`config.mk`:
```
export PLATFORM = sky130hd
export DESIGN_NAME = seg_addr_unit
export DESIGN_NICKNAME = d
export VERILOG_FILES = /design/src/rtl/seg_pkg.sv /design/src/rtl/seg_select.sv /design/src/rtl/seg_phys_add.sv /design/src/rtl/seg_out_stage.sv /design/src/rtl/seg_addr_unit.sv
export SDC_FILE = /design/constraint.sdc
export NUM_CORES = 1
export LEC_CHECK = 0
export BUFFER_PORTS_ARGS = -buffer_cell sky130_fd_sc_hd__buf_2
export CORE_MARGIN = 10
export CORE_UTILIZATION = 44
export DETAILED_ROUTE_END_ITERATION = 6
export GPL_TIMING_DRIVEN = 0
export MAX_ROUTING_LAYER = met4
export PLACE_DENSITY = 0.8
export RECOVER_POWER = 50
export SYNTH_ARGS = -nofsm -noshare
export SYNTH_HDL_FRONTEND = slang
export SYNTH_SLANG_ARGS = --single-unit
```
`constraint.sdc`:
```
create_clock -name clk -period 1.35 [get_ports clk]
set_input_delay 0 -clock clk [delete_from_list [all_inputs] [get_ports clk]]
set_output_delay 0 -clock clk [all_outputs]
set_load 0.005 [all_outputs]
```
`src/rtl/seg_pkg.sv`:
```
package seg_pkg;
  localparam int NUM_SEG = 6;
  localparam int IDX_W   = 3;
  localparam int SEL_W   = 4;

  typedef enum logic [IDX_W-1:0] {
    SEG_ES = 3'd0,
    SEG_CS = 3'd1,
    SEG_SS = 3'd2,
    SEG_DS = 3'd3,
    SEG_FS = 3'd4,
    SEG_GS = 3'd5
  } seg_idx_e;

  typedef enum logic [SEL_W-1:0] {
    BR_AX   = 4'd0,
    BR_BX   = 4'd1,
    BR_CX   = 4'd2,
    BR_DX   = 4'd3,
    BR_SP   = 4'd4,
    BR_BP   = 4'd5,
    BR_SI   = 4'd6,
    BR_DI   = 4'd7,
    BR_LIT  = 4'd8,
    BR_IP   = 4'd9,
    BR_SDST = 4'd10
  } base_sel_e;
endpackage

```
`src/rtl/seg_select.sv`:
```
module seg_select
  import seg_pkg::*;
(
  input  logic [SEL_W-1:0] sel,
  input  logic             ovr_valid,
  input  logic [IDX_W-1:0] ovr_seg,
  output logic [IDX_W-1:0] seg_idx
);
  logic [IDX_W-1:0] dflt_idx;
  logic             ovr_ok;

  always_comb begin
    case (sel)
      BR_SP, BR_BP: dflt_idx = SEG_SS;
      BR_SDST:      dflt_idx = SEG_ES;
      BR_IP:        dflt_idx = SEG_CS;
      default:      dflt_idx = SEG_DS;
    endcase
  end

  assign ovr_ok = ovr_valid && (ovr_seg < IDX_W'(NUM_SEG));

  always_comb begin
    if (sel == BR_IP)  seg_idx = SEG_CS;
    else if (ovr_ok)   seg_idx = ovr_seg;
    else               seg_idx = dflt_idx;
  end
endmodule

```
`src/rtl/seg_phys_add.sv`:
```
module seg_phys_add #(
  parameter int SEG_W = 16,
  parameter int OFF_W = 32,
  parameter int LIM_W = 16,
  parameter int SHIFT = 4,
  parameter int PA_W  = 20
) (
  input  logic [SEG_W-1:0] seg_val,
  input  logic [OFF_W-1:0] off,
  output logic [PA_W-1:0]  addr,
  output logic             fault
);
  localparam int BASE_W = SEG_W + SHIFT;

  logic [BASE_W-1:0] base;
  logic [PA_W-1:0]   base_pa;
  logic [PA_W-1:0]   off_pa;

  assign base    = {seg_val, {SHIFT{1'b0}}};
  assign base_pa = base[PA_W-1:0];
  assign off_pa  = {{(PA_W-LIM_W){1'b0}}, off[LIM_W-1:0]};

  generate
    if (OFF_W > LIM_W) begin : g_range_chk
      assign fault = |off[OFF_W-1:LIM_W];
    end else begin : g_no_chk
      assign fault = 1'b0;
    end
  endgenerate

  assign addr = fault ? '0 : (base_pa + off_pa);
endmodule

```
`src/rtl/seg_out_stage.sv`:
```
module seg_out_stage #(
  parameter int PA_W  = 20,
  parameter int IDX_W = 3
) (
  input  logic             clk,
  input  logic             rst_n,
  input  logic             in_valid,
  output logic             in_ready,
  input  logic [PA_W-1:0]  d_addr,
  input  logic [IDX_W-1:0] d_seg,
  input  logic             d_fault,
  output logic             out_valid,
  input  logic             out_ready,
  output logic [PA_W-1:0]  q_addr,
  output logic [IDX_W-1:0] q_seg,
  output logic             q_fault
);
  logic load_en;
  logic valid_nxt;

  assign in_ready = !out_valid || out_ready;
  assign load_en  = in_valid && in_ready;

  always_comb begin
    valid_nxt = out_valid;
    if (load_en)        valid_nxt = 1'b1;
    else if (out_ready) valid_nxt = 1'b0;
  end

  always_ff @(posedge clk or negedge rst_n) begin
    if (!rst_n) out_valid <= 1'b0;
    else        out_valid <= valid_nxt;
  end

  always_ff @(posedge clk or negedge rst_n) begin
    if (!rst_n) begin
      q_addr  <= '0;
      q_seg   <= '0;
      q_fault <= 1'b0;
    end else if (load_en) begin
      q_addr  <= d_addr;
      q_seg   <= d_seg;
      q_fault <= d_fault;
    end
  end
endmodule

```
`src/rtl/seg_addr_unit.sv`:
```
module seg_addr_unit
  import seg_pkg::*;
#(
  parameter int SEG_W = 16,
  parameter int OFF_W = 32,
  parameter int LIM_W = 16,
  parameter int SHIFT = 4,
  parameter int PA_W  = 20
) (
  input  logic             clk,
  input  logic             rst_n,
  input  logic             in_valid,
  output logic             in_ready,
  input  logic [SEG_W-1:0] seg_es,
  input  logic [SEG_W-1:0] seg_cs,
  input  logic [SEG_W-1:0] seg_ss,
  input  logic [SEG_W-1:0] seg_ds,
  input  logic [SEG_W-1:0] seg_fs,
  input  logic [SEG_W-1:0] seg_gs,
  input  logic [OFF_W-1:0] in_off,
  input  logic [SEL_W-1:0] in_sel,
  input  logic             ovr_valid,
  input  logic [IDX_W-1:0] ovr_seg,
  output logic             out_valid,
  input  logic             out_ready,
  output logic [PA_W-1:0]  out_addr,
  output logic [IDX_W-1:0] out_seg,
  output logic             out_fault
);
  logic [SEG_W-1:0] bank [NUM_SEG];
  logic [IDX_W-1:0] pick_idx;
  logic [SEG_W-1:0] pick_val;
  logic [PA_W-1:0]  sum_addr;
  logic             sum_fault;

  assign bank[SEG_ES] = seg_es;
  assign bank[SEG_CS] = seg_cs;
  assign bank[SEG_SS] = seg_ss;
  assign bank[SEG_DS] = seg_ds;
  assign bank[SEG_FS] = seg_fs;
  assign bank[SEG_GS] = seg_gs;

  seg_select u_sel (
    .sel       (in_sel),
    .ovr_valid (ovr_valid),
    .ovr_seg   (ovr_seg),
    .seg_idx   (pick_idx)
  );

  always_comb begin
    pick_val = bank[SEG_DS];
    for (int i = 0; i < NUM_SEG; i++) begin
      if (pick_idx == IDX_W'(i)) pick_val = bank[i];
    end
  end

  seg_phys_add #(
    .SEG_W (SEG_W),
    .OFF_W (OFF_W),
    .LIM_W (LIM_W),
    .SHIFT (SHIFT),
    .PA_W  (PA_W)
  ) u_add (
    .seg_val (pick_val),
    .off     (in_off),
    .addr    (sum_addr),
    .fault   (sum_fault)
  );

  seg_out_stage #(
    .PA_W  (PA_W),
    .IDX_W (IDX_W)
  ) u_out (
    .clk       (clk),
    .rst_n     (rst_n),
    .in_valid  (in_valid),
    .in_ready  (in_ready),
    .d_addr    (sum_addr),
    .d_seg     (pick_idx),
    .d_fault   (sum_fault),
    .out_valid (out_valid),
    .out_ready (out_ready),
    .q_addr    (out_addr),
    .q_seg     (out_seg),
    .q_fault   (out_fault)
  );
endmodule

```
== Word level (Yosys, flattened, before mapping) ==
Cells that the tools add are included.

* Flip-flop bits (word level): 25
* Output and inout bits: 26
* Word-level logic and storage cells: 35

* $add $sub $neg: 1
* $lt $le $gt $ge: 1
* Equal/unequal tests: 9
* Muxes and demuxes: 12
* Reductions and logical operators: 8

{| class="wikitable"
|+ Operator list
! operator !! count
|-
| $mux W16 || 6
|-
| $add A20 B16 Y20 || 1
|-
| $mux W20 || 1
|-
| $reduce_or A16 Y1 || 1
|-
| $eq A4 B3 Y1 const B || 2
|-
| $eq A4 B4 Y1 const B || 2
|-
| $eq A3 B2 Y1 const B || 2
|-
| $eq A3 B3 Y1 const B || 2
|-
| $mux W3 || 2
|-
| $pmux W2 S2 || 1
|-
| $eq A3 B1 Y1 const B || 1
|-
| $logic_not A3 Y1 || 1
|-
| $lt A3 B3 Y1 const B || 1
|-
| $logic_and A1 B1 Y1 || 2
|-
| $mux W1 || 2
|-
| $reduce_bool A2 Y1 || 1
|-
| $reduce_or A2 Y1 || 1
|-
| $logic_not A1 Y1 || 1
|-
| $logic_or A1 B1 Y1 || 1
|}

== Longest topological paths before layout ==
Gate-level depths: netlist of run 1.

* Depth in word-level cells: 14
* Mapped depth: 21

== By module ==
Synthesis of run 1 repeated with hierarchy kept, for this count alone.

* Cell total of the unflattened synthesis: 351
* Area total of the unflattened synthesis: 3198.1 um^2

{| class="wikitable"
|+ Modules (own cells, without submodules)
! module !! times used !! cells an instance !! area each (um^2)
|-
| seg_addr_unit || 1 || 160 || 1198.6
|-
| seg_out_stage || 1 || 54 || 1043.5
|-
| seg_phys_add || 1 || 121 || 833.3
|-
| seg_select || 1 || 16 || 122.6
|}

== Worst setup path after synthesis of run 1 ==
Ideal clock, no wire load.

* Path type: input -> register
* Start point: input ovr_valid
* End point: register u_out.q_addr[19]
* Arrival: 3.799 ns
* Required time: 1.272 ns
* Path slack: -2.527 ns
* Stages on the path: 20
* Cell sequence: a21boi_2 > mux2i_1 > o21ai_2 > buf_4 > nand3_2 > buf_2 > mux2i_1 > o21ai_1 > a221oi_1 > o21ai_1 > ha_1 > and3_1 > a221o_1 > a21o_1 > a21oi_2 > o21ai_1 > o41a_1 > and4b_1 > xor2_1 > o21ai_1

* Word-level cells in the longest chain between the ends: 12
* Elaborated cells on any way between the ends: 17
* Classes of those cells: 1 x add/sub; 5 x eq/ne; 9 x mux; 2 x reduce/logical

{| class="wikitable"
|+ RTL lines
! what !! RTL line !! text
|-
| start: declaration || seg_addr_unit.sv:22 || <nowiki>input logic ovr_valid,</nowiki>
|-
| $logic_and A1 B1 Y1 (*) || seg_select.sv:21 || <nowiki>assign ovr_ok = ovr_valid && (ovr_seg < IDX_W'(NUM_SEG));</nowiki>
|-
| $mux W3 (*) || seg_select.sv:25 || <nowiki>else if (ovr_ok) seg_idx = ovr_seg;</nowiki>
|-
| $mux W3 (*) || seg_select.sv:24 || <nowiki>if (sel == BR_IP) seg_idx = SEG_CS;</nowiki>
|-
| $logic_not A3 Y1 || seg_addr_unit.sv:53 || <nowiki>if (pick_idx == IDX_W'(i)) pick_val = bank[i];</nowiki>
|-
| $mux W16 (5 in a row) || seg_addr_unit.sv:53 ||
|-
| $mux W16 (*) || seg_addr_unit.sv:53 ||
|-
| $add A20 B16 Y20 (*) || seg_phys_add.sv:31 || <nowiki>assign addr = fault ? '0 : (base_pa + off_pa);</nowiki>
|-
| $mux W20 (*) || seg_phys_add.sv:31 ||
|-
| end signal: assignment || seg_out_stage.sv:41 || <nowiki>q_addr <= d_addr;</nowiki>
|-
| end: declaration || seg_out_stage.sv:14 || <nowiki>output logic [PA_W-1:0] q_addr,</nowiki>
|}

Mark *: on every way between the ends. The rest lies on a longest branch, timed or not.
A chain may end at the register's enable or synchronous reset.

== Final worst setup path of run 1 ==
Ends and elaborated chain as after synthesis.

==> qor.txt, run 1 <==
most common cell after layout, fill and taps aside -> buf_2
Hold/Removal Path Class -> in2reg
Worst Path Max Fanout -> 5
VDD IR max -> 0.000591 V
Overall Global Routing Usage -> 20.4%
Primary FF master, synth -> dfrtp_1
synthesized area -> 0.00261 mm2
Setup WS post-layout -> -2380 ps
Area Growth Syn to Fin -> 58.4%
Initial Util -> 44.7%
clock skew -> 2.33 ps
First-pass DRT Iterations -> 5
Worst EP required -> 1540 ps
Max-cap violations -> 0
number of vias per cell -> 5.48
Arr. time, crit path -> 3920 ps
DP Worst Slack -> -2990 ps
Die ar. -> 0.00942 mm2
sequence of cells on the critical path -> buf_8 > a21boi_4 > a22o_1 > o21ai_4 > buf_6 > nand3_4 > buf_4 > buf_4 > mux2i_1 > o21ai_1 > a221oi_2 > o21ai_2 > ha_4 > and3_1 > a221o_1 > a21o_1 > a21oi_4 > o21ai_2 > o41a_1 > and4b_1 > xor2_1 > o21ai_1
cell count after synthesis -> 342
fraction of registers with async set/reset -> 100%
sequential share of the synthesized area -> 23.9%
final-report setup violation count -> 16
hold path start -> out_ready
synthesized flop and latch total -> 25
initial antenna violation count -> 0
DRC Markers -> 0
Antenna Nets Post-Route -> 0
most frequent cells in the layout -> buf_2 (163), nand2_1 (75), o21ai_1 (39)
reg-to-reg startpoint -> u_out.out_valid$_DFFE_PN0P_
Multi-input gate area -> 0.00209 mm2
Syn Nets -> 498
# port buffers -> 165
number of synthesis warnings -> 0
fin crit share -> 276%
Final Cell Area -> 0.00414 mm2
Post-synth EDFFs -> 0
Register Area -> 626 um2
Core ar. -> 0.00585 mm2
Die W -> 97.1 um
synth top area cells -> dfrtp_1 (24%), nand2_1 (11%), ha_1 (7.2%)
Internal Power -> 0.00185 W
Psw -> 0.00113 W
global-route wire length before repair -> 16200 um
row count -> 28
die height -> 97.1 um
combinational cell fraction of total power -> 59.6%
filler instances -> 497
CTS H-tree lvls -> 1
Setup CP Type -> in2reg
worst-skew pair later-pin latency -> 260 ps
RSZ-0062 raised after global routing -> yes
post-synth cell types -> 52
drt wl/cell -> 17.5 um
Clock transition at path regs -> 80 ps
violated checks -> setup timing
power density over the cells -> 721 mW/mm2
nets@finish -> 698
TritonCTS clock tree -> built
share of cells above drive strength 1 -> 46.4%
final wirelength -> 10800 um
DP Area -> 0.00361 mm2
vias in the first global route -> 3484
fmax -> 268 MHz
Net Sw Frac -> 38.0%
worst-margin pin slew -> 622 ps
Startpoint Class -> input port
Critical Path Max Stage Delay -> 330 ps
fin. max-slew vios -> 0
GP Congestion -> 0.909
CTS Sinks -> 25
register share of total power -> 25.8%
post-synth top area share -> 23.9%
Slowest cell on crit path -> a221o_1
DP HPWL -> 8300 um
post-layout min period -> 3730 ps
Antenna Cells -> 0
I/O pins -> 166
clk buf depth -> 2
DRT iter0 DRCs -> 182
Vias -> 3375
status -> complete, but fails checks
Mapped Avg Cell Area -> 7.64 um2
clock share of power -> 14.6%
Hold Slack -> 70.1 ps
Leak -> 2.13 nW
number of buffers created by CTS -> 3
final hold violations -> 0
Worst Setup End Kind -> flop
CTS root buffer -> clkbuf_8
Max transition margin -> 58.5%
total power -> 0.00298 W
post-synth top area cell -> dfrtp_1
total negative setup slack -> -27860 ps
Critical path origin -> ovr_valid
pin count of the biggest net entering global routing -> 26
grt ovf -> 0
[final cells by class]
| type | count | share of cell area [%] |
|---|---|---|
| multi-input combinational | 290 | 50.5 |
| buffer | 17 | 3.51 |
| sequential | 25 | 15.1 |
| tap | 75 | 2.27 |
| clock buffer | 4 | 1.09 |
| inverter | 9 | 0.877 |
| timing repair buffer | 196 | 26.7 |
[sequential cells by signal (all words and copies together), names as in the netlist]
register and cells:
u_out.q_addr 20, u_out.q_seg 3, u_out.q_fault 1, u_out.out_valid 1
[per-layer routing]
layer  track usage, %  part of all wire, %  vias up
met3             3.20                  6.2        8
met1             25.1                   44     1556
met4             3.63                 0.86        0
met5                -                    0        -
met2             34.6                   49      166
li1                 -                    -     1645
[power groups by stage]
stage / Clock, W / Combinational [W] / Sequential [W]
floorplan: 0 / 0.000960 / 0.000785
global placement: 0 / 0.00138 / 0.000783
detailed placement: 0 / 0.00142 / 0.000784
CTS: 0.000437 / 0.00154 / 0.000769
global route: 0.000464 / 0.00193 / 0.000770
finish: 0.000436 / 0.00178 / 0.000769
[worst paths after layout]
| kind | endpoint | slack [ps] | cells after the start |
|---|---|---|---|
| max in group asynchronous | u_out.q_seg[1]$_DFFE_PN0P_ | 670 | 2 |
| setup reg to reg | u_out.q_addr[10]$_DFFE_PN0P_ | -160 | 5 |
| hold reg to reg | u_out.q_addr[16]$_DFFE_PN0P_ | 490 | 2 |
| hold / removal | u_out.out_valid$_DFFE_PN0P_ | 70 | 3 |
| setup / recovery | u_out.q_addr[19]$_DFFE_PN0P_ | -2380 | 22 |
| min in group asynchronous | u_out.q_addr[6]$_DFFE_PN0P_ | 270 | 2 |
[stage by stage]
step / cells / utilization (%)
finish: 616 / 70.7
global placement: 582 / 61.8
CTS: 602 / 66.7
detailed placement: 582 / 61.8
floorplan: 342 / -
global route: 616 / 70.7
[what timing repair did]
| action | CTS | global route |
|---|---|---|
| hold buffers | 6 | 0 |
| endpoints found under the setup margin | 23 | 17 |
| gates resized for setup | 30 | 32 |
| setup buffers | 11 | 14 |
| endpoints found under the hold margin | 30 | 0 |
| pin swaps | 10 | 16 |
[synth_stat cells (2+ instances only)]
master     n
xnor2_1    6
nor2_1    14
nand2b_1   6
a22o_1     6
a221oi_1  14
o21ai_0   18
a21oi_1   23
nor4_1     2
nor2b_1    3
a21o_1     3
buf_2      2
xor2_1     8
mux2i_1   15
or4_1      2
nand2_1   76
clkbuf_1  12
nand3_1    5
and3_1     3
o41ai_4    3
nor3_1     6
nand4_1    2
buf_4      2
a21oi_2    2
inv_1      9
o21ai_1   35
dfrtp_1   25
ha_1      15
[kinds of logic (layout without fill, tap and decap cells)]
kind of cell	count (synthesis)	after routing	synth area share (%)
flops	25	25	23.9
simple gates	127	127	22.1
buf+inv	27	226	4.93
xor+xnor	14	14	4.69
fa+ha+maj	16	16	7.95
mux	15	15	5.74
compound gates	118	118	30.7
[worst max-delay path, delay by kind of cell]
kind | cells | cell delay (ps)
multiplexers | 1 | 130
AND/OR/NAND/NOR | 3 | 490
buffers and inverters | 4 | 550
adder cells (fa/ha/maj) | 1 | 230
AO/OA/AOI/OAI | 12 | 2380
XOR/XNOR | 1 | 140
Note: power is estimated with default switching activity, not from simulation.
==> inputs of run 2 (changes only) <==
- CORE_UTILIZATION: 44 -> 40
- PLACE_DENSITY: 0.8 -> 0.69
- SYNTH_HIERARCHICAL: default -> 1
==> run 2 against run 1 <==
  * The run still ends with setup timing left
  * Global-route usage down 0.89 points
  * Worst hold slack better by 30 ps
  * Critical path depth down 2
  * Final area up 27%
  * Area after synthesis up 22%
  * Wire length up 18%
  * Largest cell class unchanged
  * Largest power group unchanged
  * Highest routed layer unchanged
==> qor.txt, run 2 <==
status -> complete, but fails checks
violated checks -> setup timing
DP HPWL -> 9460 um
CP most frequent cell -> buf_12
Area Growth Syn to Fin -> 64.8%
final hold violations -> 0
Synth Area in Compound Gates -> 29.3%
TritonCTS clock tree -> built
First-pass DRT Iterations -> 4
DRT iter0 DRCs -> 181
fin crit share -> 245%
Primary FF master, synth -> dfrtp_1
mux share of post-synthesis cell area -> 16.9%
Worst EP required -> 1500 ps
max FFs per register -> 20
Overall Global Routing Usage -> 19.5%
Hold/Removal Path Class -> in2reg
most common cell in the netlist -> nand2_1
Setup WS post-layout -> -1960 ps
drt wl/cell -> 19.1 um
final wirelength -> 12800 um
Leak -> 2.56 nW
nets@finish -> 719
CTS H-tree lvls -> 1
post-synth cell types -> 65
most frequent cells in the layout -> buf_2 (159), buf_4 (33), nand2_1 (27)
Synth Area in Simple Gates -> 19.6%
Highest Signal Layer -> met4
Die W -> 109 um
Vias -> 3658
Clock transition at path regs -> 90 ps
WL met3 -> 1030 um
fmax -> 302 MHz
CTS Sinks -> 25
Max transition margin -> 59.5%
number of synthesis warnings -> 6
Synth Area in Adders -> 5.32%
fraction of registers with async set/reset -> 100%
Mapped Avg Cell Area -> 9.11 um2
synthesized area -> 0.00320 mm2
final-report setup violation count -> 16
fin. max-slew vios -> 0
RSZ-0062 raised after global routing -> yes
DRC Markers -> 0
share of cells above drive strength 1 -> 63.0%
post-layout min period -> 3310 ps
row count -> 32
Critical Path Max Stage Delay -> 360 ps
pin count of the biggest net entering global routing -> 26
Max-cap violations -> 0
cell count after synthesis -> 351
Worst Setup End Kind -> flop
grt ovf -> 0
DP Worst Slack -> -2480 ps
clk buf depth -> 2
Slowest cell on crit path -> or3b_1
most common cell after layout, fill and taps aside -> buf_2
post-layout util -> 67.9%
M1 wire length -> 5310 um
global-route wire length before repair -> 18700 um
Arr. time, crit path -> 3460 ps
# port buffers -> 165
Initial Util -> 41.2%
biggest regs -> u_out/q_addr x20, u_out/q_seg x3
GP Congestion -> 0.832
Top reg by flops -> u_out/q_addr
power density over the cells -> 722 mW/mm2
sequential share of the synthesized area -> 19.6%
initial antenna violation count -> 0
CTS root buffer -> clkbuf_8
Worst Path Max Fanout -> 7
Startpoint Class -> input port
synth top area cells -> dfrtp_1 (20%), mux2_4 (9.9%), mux2i_1 (5.3%)
number of buffers created by CTS -> 3
Post-synth EDFFs -> 0
post-synth top area cell -> dfrtp_1
die height -> 109 um
Syn Nets -> 504
Post-Synth XOR/XNOR Area -> 1.92%
Antenna Cells -> 0
Antenna Nets Post-Route -> 0
vias in the first global route -> 3898
post-synth top area share -> 19.6%
synthesized flop and latch total -> 25
Die ar. -> 0.0120 mm2
VDD IR max -> 0.000367 V
I/O pins -> 166
Core ar. -> 0.00777 mm2
Synth top cells by count -> nand2_1 (29), dfrtp_1 (25), nor2_1 (24), mux2_4 (21), a21oi_1 (18)
number of vias per cell -> 5.48
sequence of cells on the critical path -> buf_8 > or3b_1 > mux2i_1 > a221oi_2 > buf_6 > buf_12 > buf_12 > buf_12 > a211oi_4 > o221ai_4 > ha_4 > inv_2 > fa_2 > nor2b_4 > o31a_1 > o2111ai_4 > a21oi_4 > a311oi_2 > nor3_2 > mux2_4
main combinational cell family by area after synthesis -> compound AO/OA/AOI/OAI gates
met2 WL -> 6170 um
worst-margin pin slew -> 608 ps
Setup CP Type -> in2reg
worst-skew pair later-pin latency -> 270 ps
clock skew -> 6.14 ps
## run 2: changes by cell type after synthesis, moves of 11 or more
cell,previous run,this run
nand2_1,76,29
a221oi_1,14,1
a211oi_1,1,12
a221oi_2,0,11
nor2b_1,3,14
mux2_4,0,21
clkbuf_1,12,1
o21ai_1,35,5
o21ai_0,18,5
## run 2: logic make-up (layout without fill, tap and decap cells)
logic type / Yosys count / count (layout)
XOR/XNOR: 7 / 7
AO/OA/AOI/OAI: 109 / 109
adder cells (fa/ha/maj): 13 / 13
buffers and inverters: 39 / 253
multiplexers: 43 / 43
AND/OR/NAND/NOR: 115 / 115
flip-flops: 25 / 25
## run 2: repair_timing
item,in CTS,in global routing
hold buffers,2,0
gates cloned,1,0
endpoints found under the setup margin,18,16
buffers inserted,30,13
hold endpoints to repair,26,0
pin swaps,26,39
resized for setup,57,44
## run 2: cell type report
class	instances	area (um2)
fillers	629	2500
clock inverters	1	5.00
inverters	17	63.8
well taps	102	128
multi-input cells	287	2830
clock buffers	3	41.3
repair buffers	211	1300
flip-flops and latches	25	626
plain buffers	21	270
## run 2: worst paths after layout
check | start | endpoint | slack [ps] | cells after the start
max | in_sel[0] | u_out/q_addr[18]$_DFFE_PN0P_ | -1960 | 20
min | in_off[1] | u_out/q_addr[1]$_DFFE_PN0P_ | 100 | 4
max reg2reg | u_out/out_valid$_DFFE_PN0P_ | u_out/q_addr[2]$_DFFE_PN0P_ | 150 | 4
min reg2reg | u_out/q_addr[15]$_DFFE_PN0P_ | u_out/q_addr[15]$_DFFE_PN0P_ | 520 | 1
max in group asynchronous | rst_n | u_out/q_seg[2]$_DFFE_PN0P_ | 680 | 2
min in group asynchronous | rst_n | u_out/q_addr[0]$_DFFE_PN0P_ | 270 | 2
## run 2: metal layers
metal  GRT usage (%)  up-vias
met5               -        -
met3            4.68       25
li1                -     1759
met4            4.74        0
met2            32.9      173
met1            22.9     1701
## run 2: critical path, delay by kind of cell
kind                     cells  cell delay (ps)
AND/OR/NAND/NOR              3              490
multiplexers                 2              430
buffers and inverters        6              670
AO/OA/AOI/OAI                7             1450
adder cells (fa/ha/maj)      2              400
## run 2: power breakdown
part / leakage, nW / internal (W) / total [W] / switching (W)
registers: 0.334 / 0.000764 / 0.000775 / 0.0000107
clock network: 0.0255 / 0.000206 / 0.000433 / 0.000227
logic: 2.20 / 0.00134 / 0.00260 / 0.00126
## run 2: through the flow
| step | hold WS, ps | cells | instance area (um2) | total power (W) | TNS, ps |
|---|---|---|---|---|---|
| after floorplan | -296 | 351 | 3350 | 0.00205 | -23420 |
| after global placement | 11.3 | 618 | 4310 | 0.00255 | -32450 |
| after detailed placement | 14.8 | 618 | 4310 | 0.00257 | -34020 |
| after CTS | 95.5 | 654 | 4880 | 0.00340 | -25450 |
| after global routing | 108 | 667 | 5270 | 0.00401 | -28700 |
| final | 100 | 667 | 5270 | 0.00380 | -26720 |
